[src/rtl/dxc_pkg.sv]
package dxc_pkg;
  localparam logic [7:0] CAUSE_NONE    = 8'h00;
  localparam logic [7:0] CAUSE_BUS_SVC = 8'h10;
endpackage

[src/rtl/dxc_count_regs.sv]
module dxc_count_regs #(
  parameter int CNT_W = 24,
  parameter int SEL_W = 2
) (
  input  logic             clk,
  input  logic             rst_n,
  input  logic             wr_en,
  input  logic [SEL_W-1:0] wr_sel,
  input  logic [7:0]       wr_data,
  input  logic             reload,
  input  logic             load,
  input  logic [CNT_W-1:0] load_val,
  input  logic             dec,
  input  logic             clear,
  output logic [CNT_W-1:0] shadow,
  output logic [CNT_W-1:0] live
);
  localparam int NBYTES = CNT_W / 8;

  // shadow bytes, one lane per written byte
  for (genvar b = 0; b < NBYTES; b++) begin : g_lane
    logic [7:0] byte_q, byte_n;
    logic       lane_we;
    assign lane_we = wr_en && (wr_sel == SEL_W'(b));
    always_comb begin
      byte_n = byte_q;
      if (lane_we) byte_n = wr_data;
    end
    always_ff @(posedge clk or negedge rst_n) begin
      if (!rst_n) byte_q <= 8'h00;
      else        byte_q <= byte_n;
    end
    assign shadow[b*8 +: 8] = byte_q;
  end

  logic [CNT_W-1:0] live_q, live_n;

  always_comb begin
    live_n = live_q;
    if (clear)                           live_n = '0;
    else if (load)                       live_n = load_val;
    else if (reload)                     live_n = shadow;
    else if (dec && (live_q != '0))      live_n = live_q - CNT_W'(1);
  end

  always_ff @(posedge clk or negedge rst_n) begin
    if (!rst_n) live_q <= '0;
    else        live_q <= live_n;
  end

  assign live = live_q;

  AST_RELOAD_COPIES: assert property (@(posedge clk) disable iff (!rst_n)
    (reload && !load && !clear) |=> (live == $past(shadow)));
endmodule

[src/rtl/dxc_len_clamp.sv]
module dxc_len_clamp #(
  parameter int CNT_W    = 24,
  parameter int RS_W     = 18,
  parameter int LEN_W    = 18,
  parameter int ZERO_CNT = 65536,
  parameter int CMD_MAX  = 32
) (
  input  logic                    phase,
  input  logic [CNT_W-1:0]        cnt,
  input  logic signed [RS_W-1:0]  rem,
  output logic [CNT_W-1:0]        eff,
  output logic [LEN_W-1:0]        len
);
  logic [RS_W-1:0]  mag;
  logic [CNT_W-1:0] limit;
  logic [CNT_W-1:0] len_full;

  always_comb begin
    eff      = (cnt == '0) ? CNT_W'(ZERO_CNT) : cnt;
    mag      = rem[RS_W-1] ? RS_W'(-rem) : RS_W'(rem);
    limit    = phase ? CNT_W'(CMD_MAX) : CNT_W'(mag);
    len_full = (eff < limit) ? eff : limit;
    len      = len_full[LEN_W-1:0];
  end

  always_comb begin
    AST_CMD_CAP: assert (!phase || (len <= LEN_W'(CMD_MAX)));
  end
endmodule

[src/rtl/dxc_xfer_seq.sv]
module dxc_xfer_seq
  import dxc_pkg::*;
#(
  parameter int RS_W  = 18,
  parameter int LEN_W = 18
) (
  input  logic                   clk,
  input  logic                   rst_n,
  input  logic                   start,
  input  logic [LEN_W-1:0]       start_len,
  input  logic                   start_phase,
  input  logic signed [RS_W-1:0] start_rem,
  input  logic                   cmd_valid,
  input  logic                   ack,
  input  logic                   wr_en,
  output logic                   acc,
  output logic                   fin,
  output logic [LEN_W-1:0]       xfer_len,
  output logic signed [RS_W-1:0] rem_now,
  output logic                   dir_to_dev,
  output logic                   active,
  output logic                   term_count,
  output logic                   done,
  output logic                   irq,
  output logic [7:0]             int_cause
);
  localparam logic signed [RS_W-1:0] ONE_S = RS_W'(1);

  logic [LEN_W-1:0]       len_q, len_n, left_q, left_n;
  logic signed [RS_W-1:0] rem_q, rem_n;
  logic                   phase_q, phase_n, dir_q, dir_n;
  logic                   tc_q, tc_n, done_q, irq_q, irq_n;
  logic [7:0]             cause_q, cause_n;

  // accepted acknowledge and completion event
  assign acc = ack && !cmd_valid && (left_q != '0);
  assign fin = (start && (start_len == '0)) || (acc && (left_q == LEN_W'(1)));

  always_comb begin
    len_n   = len_q;
    left_n  = left_q;
    rem_n   = rem_q;
    phase_n = phase_q;
    dir_n   = dir_q;
    if (start) begin
      len_n   = start_len;
      left_n  = start_len;
      rem_n   = start_rem;
      phase_n = start_phase;
      dir_n   = start_rem[RS_W-1];
    end else if (acc) begin
      left_n = left_q - LEN_W'(1);
      if (!phase_q) rem_n = dir_q ? (rem_q + ONE_S) : (rem_q - ONE_S);
    end
  end

  always_comb begin
    tc_n    = tc_q;
    irq_n   = irq_q;
    cause_n = cause_q;
    if (fin)                  tc_n = 1'b1;
    else if (start || wr_en)  tc_n = 1'b0;
    if (fin) begin
      irq_n   = 1'b1;
      cause_n = CAUSE_BUS_SVC;
    end else if (cmd_valid) begin
      irq_n   = 1'b0;
      cause_n = CAUSE_NONE;
    end
  end

  always_ff @(posedge clk or negedge rst_n) begin
    if (!rst_n) begin
      len_q   <= '0;
      left_q  <= '0;
      rem_q   <= '0;
      phase_q <= 1'b0;
      dir_q   <= 1'b0;
      tc_q    <= 1'b0;
      done_q  <= 1'b0;
      irq_q   <= 1'b0;
      cause_q <= CAUSE_NONE;
    end else begin
      len_q   <= len_n;
      left_q  <= left_n;
      rem_q   <= rem_n;
      phase_q <= phase_n;
      dir_q   <= dir_n;
      tc_q    <= tc_n;
      done_q  <= fin;
      irq_q   <= irq_n;
      cause_q <= cause_n;
    end
  end

  assign xfer_len   = len_q;
  assign rem_now    = rem_q;
  assign dir_to_dev = dir_q;
  assign active     = (left_q != '0);
  assign term_count = tc_q;
  assign done       = done_q;
  assign irq        = irq_q;
  assign int_cause  = cause_q;

  AST_DONE_SINGLE: assert property (@(posedge clk) disable iff (!rst_n)
    (done && !start) |=> !done);
  AST_IDLE_ACK_IGNORED: assert property (@(posedge clk) disable iff (!rst_n)
    ((left_q == '0) && !start) |=> ($stable(rem_q) && (left_q == '0)));
  AST_START_CLEARS_TC: assert property (@(posedge clk) disable iff (!rst_n)
    (start && (start_len != '0)) |=> !term_count);
endmodule

[src/rtl/dxc_top.sv]
module dxc_top
  import dxc_pkg::*;
#(
  parameter int CNT_W    = 24,
  parameter int RS_W     = 18,
  parameter int SEL_W    = 2,
  parameter int ZERO_CNT = 65536,
  parameter int CMD_MAX  = 32
) (
  input  logic                   clk,
  input  logic                   rst_n,
  input  logic                   cnt_wr_en,
  input  logic [SEL_W-1:0]       cnt_wr_sel,
  input  logic [7:0]             cnt_wr_data,
  input  logic                   cmd_valid,
  input  logic                   cmd_dma,
  input  logic                   cmd_xfer,
  input  logic                   cmd_phase,
  input  logic signed [RS_W-1:0] rem_size,
  input  logic                   byte_ack,
  output logic [RS_W-1:0]        xfer_len,
  output logic [CNT_W-1:0]       live_count,
  output logic signed [RS_W-1:0] rem_now,
  output logic                   dir_to_dev,
  output logic                   dma_mode,
  output logic                   xfer_active,
  output logic                   term_count,
  output logic                   done,
  output logic                   irq,
  output logic [7:0]             int_cause
);
  localparam int LEN_W = RS_W;

  // reset: asserted asynchronously, released on the clock
  logic [1:0] rst_sync_q;
  logic       rst_int_n;
  always_ff @(posedge clk or negedge rst_n) begin
    if (!rst_n) rst_sync_q <= 2'b00;
    else        rst_sync_q <= {rst_sync_q[0], 1'b1};
  end
  assign rst_int_n = rst_sync_q[1];

  logic             start, reload, acc, fin;
  logic [CNT_W-1:0] shadow, eff;
  logic [LEN_W-1:0] len_c;
  logic             dma_q, dma_n;

  assign reload = cmd_valid && cmd_dma;
  assign start  = reload && cmd_xfer;

  always_comb begin
    dma_n = dma_q;
    if (cmd_valid) dma_n = cmd_dma;
  end

  always_ff @(posedge clk or negedge rst_int_n) begin
    if (!rst_int_n) dma_q <= 1'b0;
    else            dma_q <= dma_n;
  end
  assign dma_mode = dma_q;

  dxc_count_regs #(.CNT_W(CNT_W), .SEL_W(SEL_W)) u_regs (
    .clk      (clk),
    .rst_n    (rst_int_n),
    .wr_en    (cnt_wr_en),
    .wr_sel   (cnt_wr_sel),
    .wr_data  (cnt_wr_data),
    .reload   (reload),
    .load     (start),
    .load_val (eff),
    .dec      (acc),
    .clear    (fin),
    .shadow   (shadow),
    .live     (live_count)
  );

  dxc_len_clamp #(
    .CNT_W(CNT_W), .RS_W(RS_W), .LEN_W(LEN_W),
    .ZERO_CNT(ZERO_CNT), .CMD_MAX(CMD_MAX)
  ) u_clamp (
    .phase (cmd_phase),
    .cnt   (shadow),
    .rem   (rem_size),
    .eff   (eff),
    .len   (len_c)
  );

  dxc_xfer_seq #(.RS_W(RS_W), .LEN_W(LEN_W)) u_seq (
    .clk         (clk),
    .rst_n       (rst_int_n),
    .start       (start),
    .start_len   (len_c),
    .start_phase (cmd_phase),
    .start_rem   (rem_size),
    .cmd_valid   (cmd_valid),
    .ack         (byte_ack),
    .wr_en       (cnt_wr_en),
    .acc         (acc),
    .fin         (fin),
    .xfer_len    (xfer_len),
    .rem_now     (rem_now),
    .dir_to_dev  (dir_to_dev),
    .active      (xfer_active),
    .term_count  (term_count),
    .done        (done),
    .irq         (irq),
    .int_cause   (int_cause)
  );

  AST_DONE_STATE: assert property (@(posedge clk) disable iff (!rst_int_n)
    done |-> (term_count && (live_count == '0) && irq && (int_cause == CAUSE_BUS_SVC)));
endmodule

[config.mk]
export PLATFORM = sky130hd
export DESIGN_NAME = dxc_top
export DESIGN_NICKNAME = d
export VERILOG_FILES = /design/src/rtl/dxc_pkg.sv /design/src/rtl/dxc_count_regs.sv /design/src/rtl/dxc_len_clamp.sv /design/src/rtl/dxc_xfer_seq.sv /design/src/rtl/dxc_top.sv
export SDC_FILE = /design/constraint.sdc
export NUM_CORES = 1
export LEC_CHECK = 0
export ABC_AREA = 1
export BUFFER_PORTS_ARGS = -buffer_cell sky130_fd_sc_hd__buf_2
export CORE_MARGIN = 2
export CORE_UTILIZATION = 55
export DETAILED_ROUTE_END_ITERATION = 6
export GPL_ROUTABILITY_DRIVEN = 0
export GPL_TIMING_DRIVEN = 0
export PLACE_DENSITY = 0.79
export SYNTH_ARGS = -nofsm -noshare
export SYNTH_HDL_FRONTEND = slang
export SYNTH_SLANG_ARGS = --single-unit
[constraint.sdc]
create_clock -name clk -period 6.7 [get_ports clk]
set_input_delay 1.005 -clock clk [delete_from_list [all_inputs] [get_ports clk]]
set_output_delay 1.005 -clock clk [all_outputs]
set_load 0.01 [all_outputs]
* After elaboration in Yosys (flattened, before gate mapping)
Index checks and enable logic that the tools add are counted.
** Operators by class
- Add/subtract/negate cells :: 5
- $lt $le $gt $ge :: 1
- Equality and inequality tests :: 4
- Multiplexer cells :: 20
- Reductions and logical operators :: 23
** Operators by type and width (number)
- $mux W18 :: 9
- $mux W24 :: 5
- $logic_not A24 Y1 :: 1
- $lt A24 B18 Y1 :: 1
- $reduce_bool A24 Y1 :: 1
- $sub A24 B1 Y24 const B :: 1
- $add A18 B2 Y18 const B :: 1
- $eq A18 B1 Y1 const B :: 1
- $logic_not A18 Y1 :: 1
- $neg A18 Y18 :: 1
- $reduce_bool A18 Y1 :: 1
- $sub A18 B1 Y18 const B :: 1
- $sub A18 B2 Y18 const B :: 1
- $mux W8 :: 2
- $logic_and A1 B1 Y1 :: 10
- $reduce_bool A2 Y1 :: 3
- $mux W1 :: 4
- $reduce_bool A4 Y1 :: 1
- $eq A2 B1 Y1 const B :: 1
- $eq A2 B2 Y1 const B :: 1
- $logic_not A2 Y1 :: 1
- $logic_or A1 B1 Y1 :: 2
- $ne A2 B1 Y1 const B :: 1
- $reduce_and A2 Y1 :: 1
- $logic_not A1 Y1 :: 1
** Storage, ports and cells
- Register bits after elaboration :: 118
- Input port bits :: 36
- Output and inout port bits :: 74
- Word-level logic and storage cells :: 68

* Longest topological paths before layout
- Depth in word-level cells :: 9
- Depth in mapped cells :: 28
- Depth with buffers taken out :: 26

* Cells and area by module
From an unflattened synthesis, not the netlist that was laid out.
** Second synthesis, totals
- Cells, all modules :: 1310
- Area total of the unflattened synthesis :: 8564.5 um^2
** Modules (own cells, without submodules)
- dxc_xfer_seq :: instances 1, cells each 557, area each 3931.3 um^2, sequential area each 1476.4 um^2
- dxc_count_regs :: instances 1, cells each 449, area each 3080.5 um^2, sequential area each 1201.2 um^2
- dxc_len_clamp :: instances 1, cells each 293, area each 1442.6 um^2, sequential area each 0.0 um^2
- dxc_top :: instances 1, cells each 11, area each 110.1 um^2, sequential area each 75.1 um^2

* Worst setup path before layout
OpenSTA, ideal clock, no wires.
- Path kind :: input port to flip-flop
- Start :: input rem_size[0]
- End :: register u_regs.live_q[12] (netlist: u_regs.live[12])
- Library setup time :: 122 ps
- Arrival :: 3629 ps
- Data required time :: 6578 ps
- Slack :: 2949 ps
- Stages :: 27
- Buffers on the path :: 2
- Cells stage by stage :: inv_1 -> ha_1 -> nand3_1 -> nor2_1 -> nand2_1 -> nand2_1 -> nor2_1 -> nor3_1 -> inv_1 -> ha_1 -> nand2_1 -> inv_1 -> nand2_1 -> nand2_1 -> nand2_1 -> a21oi_2 -> nor2_4 -> buf_2 -> nand3_1 -> nand2_1 -> nor2_1 -> nand2_1 -> nor2_1 -> nand3_2 -> nand2_4 -> buf_8 -> nor2_2
** Between the ends
- Cells in the longest elaborated chain, start to end :: 9
- Elaborated cells on any way between the ends :: 10
- Those cells by class :: add/sub: 1; order compare: 1; mux: 4; reduce/logical: 4
** Ends and longest elaborated chain
- start: declaration :: line dxc_top.sv:19 : input logic signed [RS_W-1:0] rem_size,
- $neg A18 Y18 :: line dxc_len_clamp.sv:20 : mag = rem[RS_W-1] ? RS_W'(-rem) : RS_W'(rem);
- $mux W18 (*) :: line dxc_len_clamp.sv:20
- $mux W18 (*) :: line dxc_len_clamp.sv:21 : limit = phase ? CNT_W'(CMD_MAX) : CNT_W'(mag);
- $lt A24 B18 Y1 :: line dxc_len_clamp.sv:22 : len_full = (eff < limit) ? eff : limit;
- $mux W18 (*) :: line dxc_len_clamp.sv:22
- $logic_not A18 Y1 (*) :: line dxc_xfer_seq.sv:37 : assign fin = (start && (start_len == '0)) || (acc && (left_q == LEN_W'(1)));
- $logic_and A1 B1 Y1 (*) :: line dxc_xfer_seq.sv:37
- $logic_or A1 B1 Y1 (*) :: line dxc_xfer_seq.sv:37
- $reduce_bool A4 Y1 (no source line) / $mux W24 (equally long branches)
- end signal: assignment :: line dxc_count_regs.sv:48 : else live_q <= live_n;
- end: declaration :: line dxc_count_regs.sv:36 : logic [CNT_W-1:0] live_q, live_n;
Mark *: on every way between the ends. The rest lies on a longest branch, timed or not.
A chain may end at the register's enable or synchronous reset.

* Final worst setup path
Same ends and word-level chain as after synthesis.

==> impl_metrics.toml <==
[setup_path]
arrival_ns = 4.48
start_kind = "input port"
worst_path_largest_cell_delay_ns = 0.28
end_kind = "flip-flop"
critical_path_class = "input port to flip-flop"
r2r-end = "u_regs.live[12]"
worstPathRequired_ns = 6.94
critical_path.most_common_cell = "nand2_1"
ff2ff_path_depth = 18
timing.rr.start = "u_regs.g_lane[0].byte_q[3]"
reg2reg_slack_ns = 3.56
cp-startpoint = "rem_size[0]"
cp_max_fo = 10
critical-path-slowest-cell = "nor2_1"

[drt]
avgViaCountPerCell = 5.59
wirelength_um = 22300
drt_first_iter_violations = 646
post_drt_wl_per_cell_um = 15.4
vias = 8101
postRouteAntennaNets = 0
route.detailed.drc = 0
firstDrtPassIters = 6

[hold_path]
hold_end = "rst_sync_q[1]"
hp-start = "rst_sync_q[0]"
min_path_type = "flip-flop to flip-flop"
whs_path_depth = 0

[floorplan]
start_util_pct = 56.8
rows = 43
ios = 110
core-area_mm2 = 0.0140
die_h_um = 124
die_w_um = 124
dieArea_mm2 = 0.0154

[clock_network]
cts_tree = "built"
htree_levels = 3
cts_resized = 0
postCtsSetupRepairBufs = 0
cts_root_buf = "clkbuf_16"
cts_sinks = 110
numCtsBuffers = 9
worstSkewPairLatency_ns = 0.37
cts_hold_buf = 0
clockBufferDepth = 2
clkSlewWorstSetupHoldPaths_ns = 0.07

[power]
p_sw_share_pct = 44.2
p_switching_mw = 1.32
internal_power_mw = 1.67
p_seq_share_pct = 35.2
p_comb_share_pct = 47.1
ir_drop_v = 0.000192
powerDensity_mw_per_mm2 = 331
power_leakage_nw = 4.62
p_clk_share_pct = 17.7

[cells_and_area]
n_fill_cell = 1293
multiInputGateArea_mm2 = 0.00447
layout_commonest_cell = "nand2_1"
drive_gt1_share_pct = 15.1
regArea_mm2 = 0.00276
final_area_mm2 = 0.00902
area_growth_pct = 13.5
layout_common_cells = "nand2_1 (304), nor2_1 (134), dfrtp_1 (109), inv_1 (107), buf_2 (106)"
antenna_cells = 0
nets = 1337

[sta]
period_minus_slack_ns = 4.23
setup_viol = 0
worst_hold_slack_ns = 0.357
skew_ns = 0.0131
fin_crit_sh_pct = 63.2
fmax_ghz = 0.236
rsz0062_at_grt = "false"
fin_tns_setup_ns = 0
drv_slew = 0
slew_headroom_pct = 52.8
hold_viol_final = 0
worstMarginPinSlew_ns = 0.707

[outcome]
status = "finished clean"

[global_routing]
grt.overflow.total = 0
track_usage_pct = 29.7
grt_pass1_wl_um = 35600
grt_max_degree = 57
grt_antenna_before_repair = 0
first_global_vias = 7313

[synth]
netlist_instances = 1143
seq_area_frac_synth_pct = 34.7
synth-seq-cells = 110
syn_area_per_cell_um2 = 6.95
synth_cell_type_count = 49
netlist_area_mm2 = 0.00794
yosys_warnings = 0

[placed_design]
dpl.hpwl_um = 17100
port_buffers = 102
dpl_cell_area_mm2 = 0.00873

[flow_run]
max-cap-violations = 0
## layer usage
layer / share of wire (%) / global-route usage, %
met1: 44 / 40.7
met3: 7.5 / 4.62
met5: 0 / 0
met2: 45 / 46.1
met4: 3.9 / 14.0
## power groups by stage
stage               logic [mW]  clock network (mW)  registers, mW
floorplan                0.985                   0           1.06
detailed placement        1.39                   0           1.06
global placement          1.34                   0           1.06
finish                    1.41               0.528           1.05
CTS                       1.39               0.533           1.05
global route              1.60               0.559           1.08
## worst max-delay path: cells and delay by family
family / cells / cell delay (ns)
buffers and inverters: 6 / 0.80
adder cells (fa/ha/maj): 2 / 0.46
AO/OA/AOI/OAI: 1 / 0.16
AND/OR/NAND/NOR: 17 / 2.03
## sequential cells by signal, indices dropped and copies added, names as in the netlist
signal / flops
u_seq.rem_now: 18
u_seq.xfer_len: 18
u_regs.g_lane.byte_q: 24
u_seq.left_q: 18
u_regs.live: 24
u_seq.phase_q: 1
rst_sync_q: 2
u_seq.term_count: 1
u_seq.dir_to_dev: 1
dma_mode: 1
u_seq.int_cause: 1
u_seq.done: 1
## through the flow
stage	std cells	utilization [%]	worst slack, ns	power [mW]
2_1_floorplan	1149	-	2.95	2.05
3_3_place_gp	1431	62.2	2.14	2.40
3_5_place_dp	1432	62.4	2.21	2.44
4_1_cts	1448	64.5	2.54	2.97
5_1_grt	1448	64.5	2.13	3.24
6_report	1448	64.5	2.47	2.98
## cell type report
type | instances | share of cell area (%)
multi-input combinational | 867 | 49.6
sequential | 110 | 30.6
timing repair buffer | 103 | 5.97
inverter | 116 | 4.86
buffer | 56 | 3.39
clock buffer | 11 | 2.69
tap | 180 | 2.50
clock inverter | 5 | 0.444
## cell families (layout without fill, tap and decap cells)
kind of cell / count (synthesis) / in the layout / synth area share [%]
simple gates: 598 / 598 / 32.5
compound gates: 186 / 186 / 13.2
buf+inv: 172 / 291 / 9.36
flops: 110 / 110 / 34.7
fa+ha+maj: 38 / 38 / 6.08
xor+xnor: 35 / 35 / 3.86
other cells: 2 / 8 / 0.0945
mux: 2 / 2 / 0.252
## cells in the mapped netlist (all sizes together)
| cell type | instances | area, um^2 |
|---|---|---|
| o31ai | 3 | 22.5 |
| or2 | 10 | 62.6 |
| fa | 1 | 20.0 |
| a22oi | 1 | 7.51 |
| o41ai | 1 | 16.3 |
| clkbuf | 34 | 128 |
| a21boi | 2 | 15.0 |
| or4 | 1 | 7.51 |
| ha | 37 | 463 |
| o21ai | 87 | 439 |
| and2 | 1 | 6.26 |
| nand3b | 2 | 15.0 |
| and3 | 1 | 6.26 |
| a31oi | 7 | 43.8 |
| nor3 | 21 | 115 |
| o211ai | 12 | 90.1 |
| nor2 | 153 | 647 |
| conb | 2 | 7.51 |
| inv | 116 | 438 |
| a21oi | 60 | 304 |
| dfrtp | 110 | 2750 |
| a22o | 1 | 8.76 |
| mux2i | 2 | 20.0 |
| xnor2 | 9 | 78.8 |
| nand3 | 82 | 420 |
| nand2 | 312 | 1210 |
| nor4 | 8 | 50.1 |
| nand4 | 7 | 43.8 |
| o21a | 4 | 30.0 |
| xor2 | 26 | 228 |
| buf | 22 | 178 |
| o221ai | 7 | 61.3 |
| a21o | 1 | 7.51 |
## worst max-delay path by stage
stage	to	cells past startpoint
2_1_floorplan	u_regs.live[12]	27
3_3_place_gp	u_seq.rem_now[16]	0
3_5_place_dp	u_regs.live[18]	26
4_1_cts	u_regs.live[18]	26
5_1_grt	u_regs.live[0]	28
6_report	u_regs.live[12]	26
Note: power is estimated with default switching activity, not from simulation.
